### src/rtl/qnco_bpsk.sv
module qnco_bpsk #(
  parameter int ACC_W  = 48,
  parameter int OFF_W  = 14,
  parameter int OUT_W  = 12,
  parameter int DATA_W = 16,
  parameter int ADDR_W = 3
) (
  input  logic              clk,
  input  logic              rst,
  input  logic              wr_en,
  input  logic [ADDR_W-1:0] wr_addr,
  input  logic [DATA_W-1:0] wr_data,
  input  logic              io_update,
  input  logic              bpsk_sel,
  output logic [OUT_W-1:0]  phase_i,
  output logic [OUT_W-1:0]  phase_q
);
  localparam int NSLICE = ACC_W / DATA_W;
  localparam int SHIFT  = ACC_W - OFF_W;
  localparam logic [ADDR_W-1:0] ADDR_OFFA = ADDR_W'(NSLICE);
  localparam logic [ADDR_W-1:0] ADDR_OFFB = ADDR_W'(NSLICE + 1);
  localparam logic [OFF_W-1:0]  QUARTER   = OFF_W'(1) << (OFF_W - 2);

  logic [ACC_W-1:0] acc, ftw_sh, ftw_act;
  logic [OFF_W-1:0] offa_sh, offb_sh, offa_act, offb_act;
  logic             sel_s1, sel_s2;

  always_ff @(posedge clk) begin
    if (rst) begin
      ftw_sh  <= '0;
      offa_sh <= '0;
      offb_sh <= '0;
    end else if (wr_en) begin
      for (int k = 0; k < NSLICE; k++)
        if (wr_addr == ADDR_W'(k)) ftw_sh[k*DATA_W +: DATA_W] <= wr_data;
      if (wr_addr == ADDR_OFFA) offa_sh <= wr_data[OFF_W-1:0];
      if (wr_addr == ADDR_OFFB) offb_sh <= wr_data[OFF_W-1:0];
    end
  end

  always_ff @(posedge clk) begin
    if (rst) begin
      ftw_act  <= '0;
      offa_act <= '0;
      offb_act <= '0;
    end else if (io_update) begin
      ftw_act  <= ftw_sh;
      offa_act <= offa_sh;
      offb_act <= offb_sh;
    end
  end

  always_ff @(posedge clk) begin
    if (rst) begin
      acc    <= '0;
      sel_s1 <= 1'b0;
      sel_s2 <= 1'b0;
    end else begin
      acc    <= acc + ftw_act;
      sel_s1 <= bpsk_sel;
      sel_s2 <= sel_s1;
    end
  end

  wire [OFF_W-1:0] off_i = sel_s2 ? offb_act : offa_act;
  wire [OFF_W-1:0] off_q = off_i + QUARTER;
  wire [ACC_W-1:0] sum_i = acc + {off_i, SHIFT'(0)};
  wire [ACC_W-1:0] sum_q = acc + {off_q, SHIFT'(0)};

  assign phase_i = sum_i[ACC_W-1 -: OUT_W];
  assign phase_q = sum_q[ACC_W-1 -: OUT_W];

  assert_hold_R3: assert property (@(posedge clk) disable iff (rst)
    !io_update |=> ($stable(ftw_act) && $stable(offa_act) && $stable(offb_act)));

  assert_commit_R4: assert property (@(posedge clk) disable iff (rst)
    io_update |=> (ftw_act == $past(ftw_sh) && offa_act == $past(offa_sh)
                   && offb_act == $past(offb_sh)));

  assert_quad_R8: assert property (@(posedge clk) disable iff (rst)
    1'b1 |-> (OUT_W'(phase_q - phase_i) == (OUT_W'(1) << (OUT_W - 2))));

  assert_freeze_R2: assert property (@(posedge clk) disable iff (rst)
    ($past(ftw_act) == '0 && !$past(io_update) && $stable(sel_s2)) |-> $stable(phase_i));
endmodule

### config.mk
export PLATFORM = sky130hd
export DESIGN_NAME = qnco_bpsk
export DESIGN_NICKNAME = d
export VERILOG_FILES = /design/src/rtl/qnco_bpsk.sv
export SDC_FILE = /design/constraint.sdc
export NUM_CORES = 1
export LEC_CHECK = 0
export ABC_CLOCK_PERIOD_IN_PS = 5900
export BUFFER_PORTS_ARGS = -buffer_cell sky130_fd_sc_hd__buf_4
export CORE_MARGIN = 10
export CORE_UTILIZATION = 55
export DETAILED_ROUTE_END_ITERATION = 12
export HOLD_SLACK_MARGIN = 0.08
export PLACE_DENSITY = 0.73
export SYNTH_ARGS = -nofsm -noshare
export SYNTH_HDL_FRONTEND = slang
export SYNTH_SLANG_ARGS = --single-unit
### constraint.sdc
create_clock -name clk -period 5.9 [get_ports clk]
set_clock_uncertainty 0.05 [all_clocks]
set_input_delay 0.885 -clock clk [delete_from_list [all_inputs] [get_ports clk]]
set_output_delay 0.885 -clock clk [all_outputs]
set_load 0.01 [all_outputs]
==> results of run 1 <==
flip-flops by register name (all words and copies together) (netlist names):
name,cells
acc,48
ftw_act,48
ftw_sh,48
offa_act,14
offa_sh,14
offb_act,14
offb_sh,14
sel_s1,1
sel_s2,1
cells by family (layout without fill, tap and decap cells):
family | count (synthesis) | after routing | share of synthesized area
AND/OR/NAND/NOR | 443 | 443 | 0.185
multiplexers | 92 | 92 | 0.0928
XOR/XNOR | 51 | 51 | 0.0442
flip-flops | 202 | 202 | 0.400
adder cells (fa/ha/maj) | 62 | 62 | 0.0775
AO/OA/AOI/OAI | 251 | 251 | 0.155
buffers and inverters | 97 | 105 | 0.0454
layer usage:
layer | vias up | wire length, um | part of all wire
met5 | - | 0 | 0
met4 | 0 | 470 | 0.019
met3 | 32 | 1240 | 0.051
li1 | 4101 | - | -
met1 | 3836 | 11500 | 0.48
met2 | 179 | 10900 | 0.45
final cells by class:
class                      count  area (um2)  area share
timing repair buffer          49         372      0.0335
clock buffer                  30         609      0.0550
clock inverter                 7        90.1     0.00813
multi-input combinational    899        5610       0.506
inverter                      19        71.3     0.00644
sequential                   202        4040       0.365
tap                          229         287      0.0259
per-stage QoR:
| step | util | area, um2 | setup WS (ps) | std cells | hold WS, ps |
|---|---|---|---|---|---|
| finish | 0.615 | 11100 | 1310 | 1435 | 405 |
| global route | 0.615 | 11100 | 1090 | 1435 | 423 |
| CTS | 0.615 | 11100 | 1270 | 1435 | 407 |
| detailed placement | 0.576 | 10400 | 1840 | 1398 | 398 |
| global placement | 0.576 | 10400 | 1870 | 1398 | 393 |
| floorplan | - | 10100 | 2120 | 1198 | 364 |
cell usage after synthesis (3+ instances only):
cell type,number,area (um2)
a211oi_1,12,90.1
a21o_1,13,97.6
a21oi_1,133,666
a31oi_1,4,25.0
and3_1,4,25.0
buf_1,10,37.5
buf_4,15,113
clkbuf_1,46,173
dfxtp_1,202,4040
ha_1,61,763
inv_1,19,71.3
mux2_2,14,158
mux2i_1,78,781
nand2_1,186,698
nand3_1,12,60.1
nand4_1,17,106
nor2_1,173,649
nor2b_1,13,81.3
nor3_1,13,65.1
o21a_1,10,75.1
o21ai_0,32,160
o21bai_1,16,120
o31ai_1,3,22.5
or2_2,4,25.0
xnor2_1,32,280
xor2_1,19,166
final timing paths:
path,from,endpoint,cells after the start
worst max-delay path,sel_s2,phase_i[11],11
worst min-delay path,offb_sh[5],offb_sh[5],2
worst max register to register,ftw_act[0],acc[38],10
worst min register to register,offb_sh[5],offb_sh[5],2
report_power, final:
part | internal [W] | switching [W]
Clock | 0.000805 | 0.000535
Sequential | 0.00139 | 0.0000150
Combinational | 0.0000621 | 0.000108
critical path, cell delays in order, from the launching register on:
cell	delay [ps]
dfxtp_1	770
mux2_2	410
ha_1	270
a31o_2	250
a21oi_2	170
nor2b_1	100
nor4_2	210
o32ai_2	190
o41ai_4	340
o21bai_1	120
xor2_1	150
buf_4	160
==> flow_summary.toml, run 1 <==
[global_route]
grt_usage = 0.194
grt_pass1_wl_mm = 38.9
grtUsageMet2 = 0.309
grt_busiest_layer = "met2"
overflow = 0
grt_pass1_vias = 7560
grt_max_degree = 151
use_met1 = 0.268
antenna_found_initial = 0
globalRouteMet3Util = 0.0281

[outcome]
status = "complete, no violations"

[setup_path]
worstPathArrival_ps = 3660
end_kind = "primary output"
cp-start-kind = "flip-flop"
worst-path-max-fanout = 14
crit_type = "flip-flop to primary output"
required_ps = 4970
rrSetupSlack_ps = 2150

[placed_design]
gp_congestion = 0.922
dpl.hpwl_mm = 16.7
port_buffers = 47

[routing]
postRouteAntennaNets = 0
vias_per_cell = 5.68
drt_wl_total_mm = 24.2
drc_errors = 0
vias = 8148
drtIter0Drc = 559
dr.pass1.iters = 5
wire_per_inst_um = 16.9

[synthesis]
syn-mean-instance-area_um2 = 8.44
ys_types = 71
yosysWarnings = 0
syn_inst = 1198
synth_edf_count = 0
ys.flop_type = "dfxtp_1"
yosys_register_bits = 202
synth.net_count = 1284
ys_seq_area_frac = 0.400
ys_async_sr_fraction = 0
synth_area_um2 = 10100

[timing]
setup_viol = 0
max-slew-margin-rel = 0.215
rsz0062_at_grt = "no"
slew_violations = 0
final_hold_viol_count = 0
max_freq_mhz = 218
layout_min_cycle_time_ps = 4590
min_period_over_period = 0.779
tns_ps = 0
tightestPinTransition_ps = 1170

[cts]
cts_setup_buffers = 0
htree_levels = 1
cts_tree = "built"
holdBufCountCts = 0
clk-insertion-delay-late_ps = 490
cts_made_buffers = 21
cts-root-buf = "clkbuf_16"
clockBufferDepth = 3
cts_resized = 0
cts_sinks = 202
clk_pin_slew_worst_paths_ps = 60

[layout]
final_common_cell = "dfxtp_1"
layout.nets = 1278
drive_gt1_frac = 0.0945
num-fill-cells = 1597
mostFrequentLayoutCells = "dfxtp_1 (202), nand2_1 (186), nor2_1 (173), a21oi_1 (133), mux2i_1 (78)"
n_antenna_cell = 0
area_delta_synth_final_pct = 9.59

[die]
die_h_um = 156
initial_utilization = 0.561
rows = 49
die-area_um2 = 24200
core_area_um2 = 18000
die_w_um = 156
ioPinCount = 48

[power]
power.total_w = 0.00291
peakVddDrop_v = 0.000260
power_density_nw_per_um2 = 263
p_leak_nw = 4.58

[job]
drv_cap = 0

[worst_hold_path]
hold_path.class = "flip-flop to flip-flop"
No activity file was read; power rests on OpenSTA's default activity.
==> run 2: changes to the inputs <==
- ABC_AREA: not set -> 1
- ABC_CLOCK_PERIOD_IN_PS: 5900 -> 3790
- PLACE_DENSITY: 0.73 -> 0.75
- clock period: 5.9 -> 3.79 ns (I/O delays scaled with it)
==> flow_summary.toml, run 2 <==
[worst_hold_path]
min_delay_path_depth = 3
hold_path.class = "primary input to flip-flop"
worstHoldEndpoint = "sel_s1"
worstHoldStart = "bpsk_sel"

[routing]
drt_wl_total_mm = 33.3
drtIter0Drc = 957
vias = 11100
vias_per_cell = 5.19
wire_per_inst_um = 15.6
postRouteAntennaNets = 0
drc_errors = 0
dr.pass1.iters = 5

[setup_path]
rrSetupSlack_ps = 1390
cp-startpoint = "sel_s2"
crit_chain = "inv_2, nand2_1, nand2_1, ha_1, a21oi_1, o21ai_0, a211oi_1, nand2_1, nand2_1, nand2_1, buf_4"
end_kind = "primary output"
slowest_delay_ps = 490
r2r-start = "ftw_act[0]"
worst-path-max-fanout = 15
cp-start-kind = "flip-flop"
required_ps = 3170
crit_slowest_cell = "dfxtp_2"
reg2reg_depth = 12
worstReg2RegEnd = "acc[40]"
crit_type = "flip-flop to primary output"
worstPathArrival_ps = 2860
cp_common_cell = "nand2_1"
cp_top_family = "compound AO/OA/AOI/OAI gates"
critPathBufInv = 2

[synthesis]
ys_async_sr_fraction = 0
syn-mean-instance-area_um2 = 6.33
synth_top_area_frac = 0.349
ys_seq_area_frac = 0.349
syn_inst = 1831
ys.flop_type = "dfxtp_1"
yosys-top-cells-area = "dfxtp_1 (35%), nand2_1 (14%), nor2_1 (11%)"
yosysMostFrequentCell = "nand2_1"
synth_edf_count = 0
synth_area_um2 = 11600
ys_types = 35
yosysTopAreaCell = "dfxtp_1"
synth.net_count = 1917
yosysWarnings = 0
yosys_register_bits = 202
synth_top_cells_by_count = "nand2_1 (446), nor2_1 (355), inv_1 (257)"

[layout]
n_antenna_cell = 0
largestRegisters = "acc: 48 flops, ftw_act: 48 flops, ftw_sh: 48 flops"
mostFrequentLayoutCells = "nand2_1 (446), nor2_1 (355), inv_1 (257), dfxtp_1 (201), o21ai_0 (180)"
layout.nets = 1934
final_common_cell = "nand2_1"
utilization = 0.612
area_delta_synth_final_pct = 10.4
drive_gt1_frac = 0.0876

[cts]
cts_resized = 0
clk-insertion-delay-late_ps = 510
clk_pin_slew_worst_paths_ps = 60
cts_sinks = 202
htree_levels = 1
cts_tree = "built"
cts_setup_buffers = 0
cts-root-buf = "clkbuf_16"
holdBufCountCts = 0
clockBufferDepth = 3
cts_made_buffers = 22

[global_route]
antenna_found_initial = 0
grt_usage = 0.239
grt_max_degree = 91
overflow = 0
grt_pass1_vias = 9978
grt_pass1_wl_mm = 52.0

[power]
p_leak_nw = 6.55
power_density_nw_per_um2 = 420
peakVddDrop_v = 0.000394

[placed_design]
gp_congestion = 0.903
dpl.hpwl_mm = 24.8
place_ws_ps = 691
port_buffers = 47

[timing]
min_period_over_period = 0.919
final_hold_viol_count = 0
rsz0062_at_grt = "no"
tightestPinTransition_ps = 1120
layout_min_cycle_time_ps = 3480
tns_ps = 0
max-slew-margin-rel = 0.252
whs_ps = 225
setup_ws_ps = 308
slew_violations = 0
max_freq_mhz = 287
setup_viol = 0

[die]
rows = 53
die_w_um = 165
core_area_um2 = 20900
die_h_um = 165
initial_utilization = 0.555
die-area_um2 = 27300
ioPinCount = 48

[outcome]
status = "complete, no violations"

[job]
drv_cap = 0
[run 2: worst max path at each step]
stage / end / slack (ps) / cells past startpoint
finish: phase_q[10] / 310 / 11
global route: phase_q[10] / 70 / 11
CTS: phase_q[10] / 140 / 11
detailed placement: phase_i[11] / 690 / 12
global placement: phase_i[10] / 690 / 11
floorplan: phase_q[8] / 1060 / 11
[run 2: routing by layer]
| metal | track usage | up-vias | part of all wire |
|---|---|---|---|
| li1 | - | 5713 | - |
| met1 | 0.345 | 4992 | 0.48 |
| met2 | 0.362 | 336 | 0.43 |
| met3 | 0.0431 | 44 | 0.074 |
| met4 | 0.0535 | 0 | 0.019 |
| met5 | 0 | - | 0 |
[run 2: area by class of cell]
cell class | count | area [um2]
fill | 2010 | 8100
multi-input combinational | 1300 | 6260
sequential | 202 | 4050
inverter | 270 | 1020
clock buffer | 31 | 626
timing repair buffer | 52 | 415
tap | 275 | 344
clock inverter | 6 | 86.3
[run 2: logic make-up after synthesis]
kind of cell             synth area share
AO/OA/AOI/OAI                       0.127
AND/OR/NAND/NOR                     0.335
adder cells (fa/ha/maj)            0.0676
XOR/XNOR                           0.0105
flip-flops                          0.349
buffers and inverters               0.111
[run 2: worst reg2reg max path, cell delays in order (launching register included)]
cell	delay, ps
dfxtp_1	310
ha_1	230
fa_1	490
nand3_1	110
nand3_1	230
nand2_1	130
nand2_1	150
nand2_1	120
nand3_2	150
nand2_1	150
nand3_1	80
nand2_1	60
nor2_1	40
[run 2: where the power goes]
part	internal (W)	switching, W	total (W)
clock	0.00128	0.000870	0.00215
combinational	0.000319	0.000556	0.000875
sequential	0.00225	0.0000975	0.00235
[run 2: per-stage QoR]
step	power (W)	cell area (um2)	instances
5_1_grt	0.00559	12800	2136
2_1_floorplan	0.00297	11600	1831
6_report	0.00538	12800	2136
3_5_place_dp	0.00325	12100	2099
4_1_cts	0.00539	12800	2136
3_3_place_gp	0.00324	12100	2099
